**src/rtl/mxs_pkg.sv**
```systemverilog
package mxs_pkg;

  typedef enum logic [2:0] {
    ST_IDLE,
    ST_WMAR,
    ST_WSTB,
    ST_RSTB,
    ST_RWAIT,
    ST_DONE
  } seq_state_t;

  // width of a counter that must hold values 0 .. lat-1
  function automatic int wait_cnt_w(input int lat);
    return (lat < 2) ? 1 : $clog2(lat);
  endfunction

  // edges from acceptance (edge 1) to the edge that raises done
  function automatic int done_edge(input bit is_write, input int lat);
    return is_write ? 3 : 2 + lat;
  endfunction

endpackage

```
**src/rtl/mxs_ctrl.sv**
```systemverilog
module mxs_ctrl
  import mxs_pkg::*;
#(
  parameter int RD_LAT = 3
) (
  input  logic clk,
  input  logic rst_n,
  input  logic req_valid,
  input  logic req_write,
  output logic ld_mdr_req,
  output logic ld_pend,
  output logic ld_mar_req,
  output logic ld_mar_pend,
  output logic fill_mdr,
  output logic mem_we,
  output logic mem_re,
  output logic busy,
  output logic done
);

  localparam int CW = wait_cnt_w(RD_LAT);
  localparam logic [CW-1:0] LAST = CW'(RD_LAT - 1);

  seq_state_t state;
  logic [CW-1:0] cnt;
  logic accept;
  logic wait_last;

  assign accept      = req_valid && (state == ST_IDLE);
  assign wait_last   = (state == ST_RWAIT) && (cnt == LAST);
  assign ld_mdr_req  = accept && req_write;
  assign ld_pend     = accept && req_write;
  assign ld_mar_req  = accept && !req_write;
  assign ld_mar_pend = (state == ST_WMAR);
  assign fill_mdr    = wait_last;
  assign mem_we      = (state == ST_WSTB);
  assign mem_re      = (state == ST_RSTB);
  assign busy        = (state != ST_IDLE);
  assign done        = (state == ST_DONE);

  always_ff @(posedge clk) begin
    if (!rst_n) begin
      state <= ST_IDLE;
      cnt   <= '0;
    end else begin
      case (state)
        ST_IDLE:  if (accept) state <= req_write ? ST_WMAR : ST_RSTB;
        ST_WMAR:  state <= ST_WSTB;
        ST_WSTB:  state <= ST_DONE;
        ST_RSTB: begin
          state <= ST_RWAIT;
          cnt   <= '0;
        end
        ST_RWAIT: begin
          if (wait_last) state <= ST_DONE;
          else           cnt   <= cnt + 1'b1;
        end
        ST_DONE:  state <= ST_IDLE;
        default:  state <= ST_IDLE;
      endcase
    end
  end

  // write strobe lasts one cycle
  p_we_single_r1: assert property (@(posedge clk) disable iff (!rst_n)
    mem_we |=> !mem_we);
  // read strobe lasts one cycle and is followed by waiting
  p_re_single_r2: assert property (@(posedge clk) disable iff (!rst_n)
    mem_re |=> (!mem_re && busy));
  // done is a single pulse that ends the busy window
  p_done_pulse_r3: assert property (@(posedge clk) disable iff (!rst_n)
    done |=> (!done && !busy));
  // busy persists until done
  p_busy_hold_r4: assert property (@(posedge clk) disable iff (!rst_n)
    (busy && !done) |=> busy);
  // strobes exclusive and only while busy
  p_strobe_excl_r9: assert property (@(posedge clk) disable iff (!rst_n)
    !(mem_we && mem_re));
  p_strobe_busy_r9: assert property (@(posedge clk) disable iff (!rst_n)
    (mem_we || mem_re) |-> busy);

endmodule

```
**src/rtl/mxs_regs.sv**
```systemverilog
module mxs_regs #(
  parameter int ADDR_W = 4,
  parameter int DATA_W = 8
) (
  input  logic              clk,
  input  logic              rst_n,
  input  logic              ld_mdr_req,
  input  logic              ld_pend,
  input  logic              ld_mar_req,
  input  logic              ld_mar_pend,
  input  logic              fill_mdr,
  input  logic [ADDR_W-1:0] req_addr,
  input  logic [DATA_W-1:0] req_wdata,
  input  logic [DATA_W-1:0] mem_rdata,
  output logic [ADDR_W-1:0] mar_q,
  output logic [DATA_W-1:0] mdr_q
);

  logic [ADDR_W-1:0] pend_addr;

  always_ff @(posedge clk) begin
    if (!rst_n) begin
      mar_q     <= '0;
      mdr_q     <= '0;
      pend_addr <= '0;
    end else begin
      if (ld_pend)          pend_addr <= req_addr;
      if (ld_mar_req)       mar_q     <= req_addr;
      else if (ld_mar_pend) mar_q     <= pend_addr;
      if (ld_mdr_req)       mdr_q     <= req_wdata;
      else if (fill_mdr)    mdr_q     <= mem_rdata;
    end
  end

  // on a store the address register follows the data register
  p_mdr_then_mar_r1: assert property (@(posedge clk) disable iff (!rst_n)
    ld_mar_pend |-> $past(ld_mdr_req));
  // the fetch fill never coincides with a new address load
  p_fill_no_mar_r2: assert property (@(posedge clk) disable iff (!rst_n)
    fill_mdr |-> !(ld_mar_req || ld_mar_pend));

endmodule

```
**src/rtl/mem_xfer_seq.sv**
```systemverilog
module mem_xfer_seq #(
  parameter int ADDR_W = 4,
  parameter int DATA_W = 8,
  parameter int RD_LAT = 3
) (
  input  logic              clk,
  input  logic              rst_n,
  input  logic              req_valid,
  input  logic              req_write,
  input  logic [ADDR_W-1:0] req_addr,
  input  logic [DATA_W-1:0] req_wdata,
  output logic              busy,
  output logic              done,
  output logic [DATA_W-1:0] rd_data,
  output logic [ADDR_W-1:0] mem_addr,
  output logic [DATA_W-1:0] mem_wdata,
  output logic              mem_we,
  output logic              mem_re,
  input  logic [DATA_W-1:0] mem_rdata
);

  logic ld_mdr_req_w, ld_pend_w, ld_mar_req_w, ld_mar_pend_w, fill_mdr_w;
  logic [ADDR_W-1:0] mar_w;
  logic [DATA_W-1:0] mdr_w;

  mxs_ctrl #(.RD_LAT(RD_LAT)) u_ctrl (
    .clk(clk), .rst_n(rst_n), .req_valid(req_valid), .req_write(req_write),
    .ld_mdr_req(ld_mdr_req_w), .ld_pend(ld_pend_w), .ld_mar_req(ld_mar_req_w),
    .ld_mar_pend(ld_mar_pend_w), .fill_mdr(fill_mdr_w),
    .mem_we(mem_we), .mem_re(mem_re), .busy(busy), .done(done)
  );

  mxs_regs #(.ADDR_W(ADDR_W), .DATA_W(DATA_W)) u_regs (
    .clk(clk), .rst_n(rst_n), .ld_mdr_req(ld_mdr_req_w), .ld_pend(ld_pend_w),
    .ld_mar_req(ld_mar_req_w), .ld_mar_pend(ld_mar_pend_w), .fill_mdr(fill_mdr_w),
    .req_addr(req_addr), .req_wdata(req_wdata), .mem_rdata(mem_rdata),
    .mar_q(mar_w), .mdr_q(mdr_w)
  );

  assign mem_addr  = mar_w;
  assign mem_wdata = mdr_w;
  assign rd_data   = mdr_w;

  // write strobe only right after the address register was loaded
  p_we_after_mar_r1: assert property (@(posedge clk) disable iff (!rst_n)
    mem_we |-> $past(ld_mar_pend_w));
  // address register steady while the write strobe is high
  p_we_addr_stable_r1: assert property (@(posedge clk) disable iff (!rst_n)
    mem_we |=> $stable(mem_addr));
  // no register loads from the requester while busy
  p_ignore_busy_r5: assert property (@(posedge clk) disable iff (!rst_n)
    busy |-> !(ld_mdr_req_w || ld_mar_req_w));

endmodule

```
**config.mk**
```make
export PLATFORM = sky130hd
export DESIGN_NAME = mem_xfer_seq
export DESIGN_NICKNAME = d
export VERILOG_FILES = /design/src/rtl/mxs_pkg.sv /design/src/rtl/mxs_ctrl.sv /design/src/rtl/mxs_regs.sv /design/src/rtl/mem_xfer_seq.sv
export SDC_FILE = /design/constraint.sdc
export NUM_CORES = 1
export LEC_CHECK = 0
export ABC_AREA = 1
export BUFFER_PORTS_ARGS = -buffer_cell sky130_fd_sc_hd__buf_2
export CELL_PAD_IN_SITES_DETAIL_PLACEMENT = 1
export CELL_PAD_IN_SITES_GLOBAL_PLACEMENT = 2
export CORE_MARGIN = 2
export CORE_UTILIZATION = 26
export DETAILED_ROUTE_END_ITERATION = 8
export PLACE_DENSITY_LB_ADDON = 0.08
export SLEW_MARGIN = 40
export SYNTH_ARGS = -nofsm -noshare
export SYNTH_HDL_FRONTEND = slang
export SYNTH_SLANG_ARGS = --single-unit
```
**constraint.sdc**
```tcl
create_clock -name clk -period 2.1 [get_ports clk]
set_input_delay 0.315 -clock clk [delete_from_list [all_inputs] [get_ports clk]]
set_output_delay 0.315 -clock clk [all_outputs]
set_load 0.005 [all_outputs]
```
==> results of run 1 <==
placed cells by master, fill, tap and decap left out:
cell type   n
o21ai_0     3
nor2_4      1
buf_4       1
ha_1        1
clkinv_2    1
clkbuf_8    3
inv_2       3
nand3_1     7
nand4_2     1
o21ai_1     5
nor2_1     28
nor3_2      1
nand2_2     2
dfxtp_1    21
a21oi_1    11
inv_1      24
nor3_1      3
nand3b_1    8
nand4_4     1
nand2_1    44
buf_2      47
nand2_4     1
flip-flops by register name, summed over array words and instances (netlist names):
name              cells
u_regs.mar_q          4
u_regs.pend_addr      4
u_ctrl.cnt            2
u_regs.mdr_q          8
u_ctrl.state          3
cell families after synthesis:
kind of cell             after synthesis
flip-flops                            21
AO/OA/AOI/OAI                         19
buffers and inverters                 39
adder cells (fa/ha/maj)                1
AND/OR/NAND/NOR                       97
worst min path at each step:
stage                         from                   to  cells past startpoint
6_report               req_addr[0]  u_regs.pend_addr[0]                      3
5_1_grt                req_addr[3]  u_regs.pend_addr[3]                      3
4_1_cts                req_addr[0]  u_regs.pend_addr[0]                      3
3_5_place_dp   u_regs.pend_addr[0]  u_regs.pend_addr[0]                      2
3_3_place_gp   u_regs.pend_addr[1]  u_regs.pend_addr[1]                      2
2_1_floorplan  u_regs.pend_addr[0]  u_regs.pend_addr[0]                      2
layer usage:
layer / up-vias / part of all wire / global-route usage
met4: 0 / 0.0053 / 0.0377
met3: 2 / 0.043 / 0.0256
met1: 530 / 0.48 / 0.175
li1: 617 / - / -
met2: 23 / 0.47 / 0.234
met5: - / 0 / 0
where the power goes:
part / total, mW / switching, mW / internal [mW] / leakage, nW
sequential: 0.486 / 0.0404 / 0.446 / 0.172
clock: 0.274 / 0.142 / 0.132 / 0.0255
combinational: 0.306 / 0.177 / 0.128 / 0.621
layout make-up:
| class | instances | share of cell area |
|---|---|---|
| tap | 52 | 0.0451 |
| multi-input combinational | 117 | 0.393 |
| inverter | 27 | 0.0703 |
| clock buffer | 3 | 0.0286 |
| timing repair buffer | 48 | 0.168 |
| clock inverter | 1 | 0.00347 |
| sequential | 21 | 0.291 |
critical path: cells and delay by family, from the launching register on:
family	cells	cell delay, ps
buf+inv	1	300
flops	1	390
simple gates	6	770
per-stage QoR:
step                      total power [mW]  std cells
after detailed placement             0.807        265
after floorplan                      0.702        177
after global placement               0.795        265
final                                 1.07        269
after CTS                             1.09        269
after global routing                  1.16        269
==> flow_summary.toml, run 1 <==
[finish]
diodes = 0
fillers = 568
multi_input_area_um2 = 567
final_cell_area_um2 = 1440
drive_above_1_share = 0.286
syn_to_final_growth_pct = 23.6
final_nets = 243
seqCellArea_um2 = 420
final_core_util = 0.331

[timing]
setup_viol = 0
grt_setup_unrepaired = "no"
final_max_slew_viol_count = 0
worst_pin_slew_ps = 345
fin_ws_ps = 551
final.min_clock_period_ps = 1550
fin_crit_sh = 0.738
fin_tns_setup_ps = 0
hold_slack_ps = 342
skew_ps = 1.60
max_freq_mhz = 646
hold_viol = 0
max_slew_margin = 0.769

[setup_path]
slowest_stage = "dfxtp_1"
reg2regPathDepth = 7
r2r_end = "u_regs.mdr_q[2]"
path_class = "flop to flop"
max_stage_delay_ps = 390
critPathLaunch = "u_ctrl.state[0]"
regToRegStartpoint = "u_ctrl.state[0]"
worstPathRequired_ps = 2260
worstPathArrival_ps = 1710
cp-endpoint = "u_regs.mdr_q[2]"
path_cells = "nor2_4 > nand4_4 > buf_4 > nand2_1 > nand2_1 > nor2_1 > nor2_1"
setup.worst_path.start_class = "flop"
path_max_fanout = 18
rrSetupSlack_ps = 550
end_kind = "flop"

[outcome]
outcome = "complete, no violations"

[clock_tree]
cts_tree = "built"
cts_max_level = 1
post_cts_resize_count = 0
cts_buffers = 3
clock-sinks = 21
clock_path_buffers = 2
clk_latency_ps = 260
clkSlewWorstSetupHoldPaths_ps = 80
postCtsHoldBufs = 0
cts_setup_buffers = 0
root_buffer = "clkbuf_8"

[synthesis]
synth_common_cells = "nand2_1, nor2_1, inv_1"
synth_edf_count = 0
synth_area_um2 = 1170
synth_area_leaders = "dfxtp_1, nand2_1, nor2_1"
synth_xor_area_frac = 0
synth_simple_gate_area_frac = 0.393
synth-main-ff-cell = "dfxtp_1"
ys_async_sr_fraction = 0
synthMostInstantiatedCell = "nand2_1"
syn_area_per_cell_um2 = 6.60
synth_top_cell_area_share = 0.360
synth.distinct_cells = 21
ys_ff_latch = 21
yosysWarnings = 0
synthAdderAreaFrac = 0.0107
synth_top_cell_by_area = "dfxtp_1"
syn-num-nets = 202
synth_top_family_by_area = "simple AND/OR/NAND/NOR gates"
synth_mux_area_frac = 0
ys_seq_area_frac = 0.360
synth_compound_area_frac = 0.0815
synth_cells = 177

[grt]
antenna_found_initial = 0
grt_max_degree = 19
overflow = 0
grt_pass1_vias = 1213
grt_use_total = 0.136
grt_pass1_wl_mm = 5.52

[drt]
ant_nets = 0
routed_via_density = 4.36
routed_wirelength_mm = 3.21
routed-via-count = 1172
drc_errors = 0
wl_per_cell_um = 11.9
dr.pass1.iters = 4
drt_iter0_markers = 18

[power]
p_per_area_nw_per_um2 = 739
irDropWorstVdd_mv = 0.207
leakage_nw = 0.819

[floorplan]
die_area_um2 = 5040
die_w_um = 71.0
fp.dieH_um = 71.0
core_area_um2 = 4350
num_rows = 24
ios = 48
start_util = 0.268

[placed_design]
port_buffers = 47
gp_congestion = 0.740
dp_slack_ps = 546
hpwlAfterDp_mm = 2.52
post_dp_cell_area_um2 = 1400

[flow_run]
drv_cap = 0

[min_path]
hp-class = "input pin to flop"
Power figures use the tool's default switching activity.
==> run 2, diff against run 1 <==
CORE_UTILIZATION = 21   (was 26)
clock period = 1.3 ns   (was 2.1 ns; I/O delays follow)
==> run 2 against run 1 <==
  * Die area up 22%
  * Critical path depth down 3
  * Combinational power up 110%
  * Clock skew up 4.8 ps
  * Clock power up 69%
  * Critical path type is now flop to output pin
  * Highest routed layer unchanged
==> flow_summary.toml, run 2 (synthesized netlist as in run 1, its figures left out) <==
[setup_path]
reg2regPathDepth = 8
regToRegStartpoint = "u_ctrl.state[1]"
worstPathArrival_ps = 1100
r2r_end = "u_regs.mar_q[3]"
worstPathRequired_ps = 1110
path_max_fanout = 4
end_kind = "output pin"
setup.worst_path.start_class = "flop"
slowest_stage = "dfxtp_4"
path_class = "flop to output pin"
path_cells = "buf_6 > inv_4 > nor3_2 > buf_2"
rrSetupSlack_ps = 60
max_stage_delay_ps = 390

[power]
leakage_nw = 0.886
p_comb_frac = 0.337
p_per_area_nw_per_um2 = 1130
internal_power_mw = 1.24
power_frac_clock = 0.245
irDropWorstVdd_mv = 0.380
power.total_mw = 1.88
p_seq_frac = 0.418
switching_share = 0.343
p_switching_mw = 0.646

[clock_tree]
root_buffer = "clkbuf_8"
clock_path_buffers = 2
cts_tree = "built"
cts_buffers = 3
clock-sinks = 21
clkSlewWorstSetupHoldPaths_ps = 90
cts_max_level = 1
clk_latency_ps = 270

[flow_run]
drv_cap = 0

[min_path]
hold_depth = 3
min_from = "req_addr[3]"
hp-class = "input pin to flop"
holdPathEnd = "u_regs.pend_addr[3]"

[timing]
setup_viol = 0
final_max_slew_viol_count = 0
max_slew_margin = 0.785
fin_ws_ps = 0.471
max_freq_mhz = 770
fin_crit_sh = 1.00
skew_ps = 6.36
final.min_clock_period_ps = 1300
hold_viol = 0
worst_pin_slew_ps = 322
grt_setup_unrepaired = "yes"

[floorplan]
start_util = 0.215
ios = 48
die_w_um = 78.6
die_area_um2 = 6170
num_rows = 27
fp.dieH_um = 78.6
core_area_um2 = 5440

[grt]
overflow = 0
grt_max_degree = 18
antenna_found_initial = 0
grt_pass1_vias = 1224
grt_pass1_wl_mm = 5.64
grt_use_total = 0.113

[placed_design]
gp_congestion = 0.729
hpwlAfterDp_mm = 2.59
port_buffers = 47
placedCellCount = 290
dp_slack_ps = -115
post_dp_cell_area_um2 = 1480

[finish]
largestRegisters = "u_regs.mdr_q x8, u_regs.mar_q x4, u_regs.pend_addr x4"
fin_cells = 299
final_common_cell = "buf_2"
final_cell_mix = "buf_2, nand2_1, nor2_1, inv_1, dfxtp_1"
drive_above_1_share = 0.374
largest_register_ffs = 8
fillers = 709
final_nets = 253
multi_input_area_um2 = 637
syn_to_final_growth_pct = 42.8
regMostFlops = "u_regs.mdr_q"
diodes = 0
final_cell_area_um2 = 1670
seqCellArea_um2 = 432

[drt]
ant_nets = 0
wl_per_cell_um = 11.3
drc_errors = 0
routed_wirelength_mm = 3.37
drt_iter0_markers = 32
dr.pass1.iters = 2
routed_via_density = 4.05
routed-via-count = 1212

[outcome]
outcome = "complete, no violations"
-- run 2: power by group through the flow --
stage | Combinational [mW] | Sequential [mW] | Clock (mW)
floorplan | 0.340 | 0.794 | 0
global placement | 0.546 | 0.792 | 0
detailed placement | 0.554 | 0.795 | 0
CTS | 0.591 | 0.788 | 0.489
finish | 0.634 | 0.788 | 0.463
global route | 0.721 | 0.802 | 0.519
-- run 2: through the flow --
stage                     TNS [ps]  hold WS, ps   util
after floorplan                  0          337      -
after global placement        -289          436  0.273
after detailed placement      -455          444  0.273
after CTS                        0          194  0.291
after global routing          -441          212  0.306
final                            0          205  0.306
-- run 2: worst max-delay path: cells and delay by family (launching register included) --
family                 cells  cell delay (ps)
DFF                        1              390
buffers and inverters      3              290
and+or+nand+nor            1              160
-- run 2: how the worst max path moves through the flow --
stage	start	endpoint	slack, ps
6_report	u_ctrl.state[0]	done	0.5
3_3_place_gp	u_ctrl.state[0]	u_regs.mar_q[3]	-70
4_1_cts	u_ctrl.state[0]	done	5
2_1_floorplan	u_ctrl.state[0]	u_regs.mdr_q[0]	140
3_5_place_dp	u_ctrl.state[0]	u_regs.mar_q[1]	-110
5_1_grt	u_ctrl.state[1]	u_regs.mar_q[1]	-50
-- run 2: per-layer routing --
layer / wire length (µm) / GRT usage / part of all wire
met5: 0 / 0 / 0
met4: 17 / 0.0316 / 0.0050
met1: 1600 / 0.144 / 0.48
met2: 1630 / 0.195 / 0.49
met3: 114 / 0.0184 / 0.034
-- run 2: repair_timing --
item | in CTS | in global routing
hold endpoints to repair | 0 | 0
setup buffers | 2 | 3
gates cloned | 0 | 0
gates resized for setup | 11 | 16
pin swaps | 0 | 3
hold buffers | 0 | 0
setup endpoints to repair | 12 | 15
-- run 2: final cells by class --
class | instances | share of cell area
sequential | 21 | 0.259
clock buffer | 3 | 0.0248
timing repair buffer | 58 | 0.210
inverter | 27 | 0.0653
tap | 72 | 0.0541
clock inverter | 1 | 0.00450
multi-input combinational | 117 | 0.382
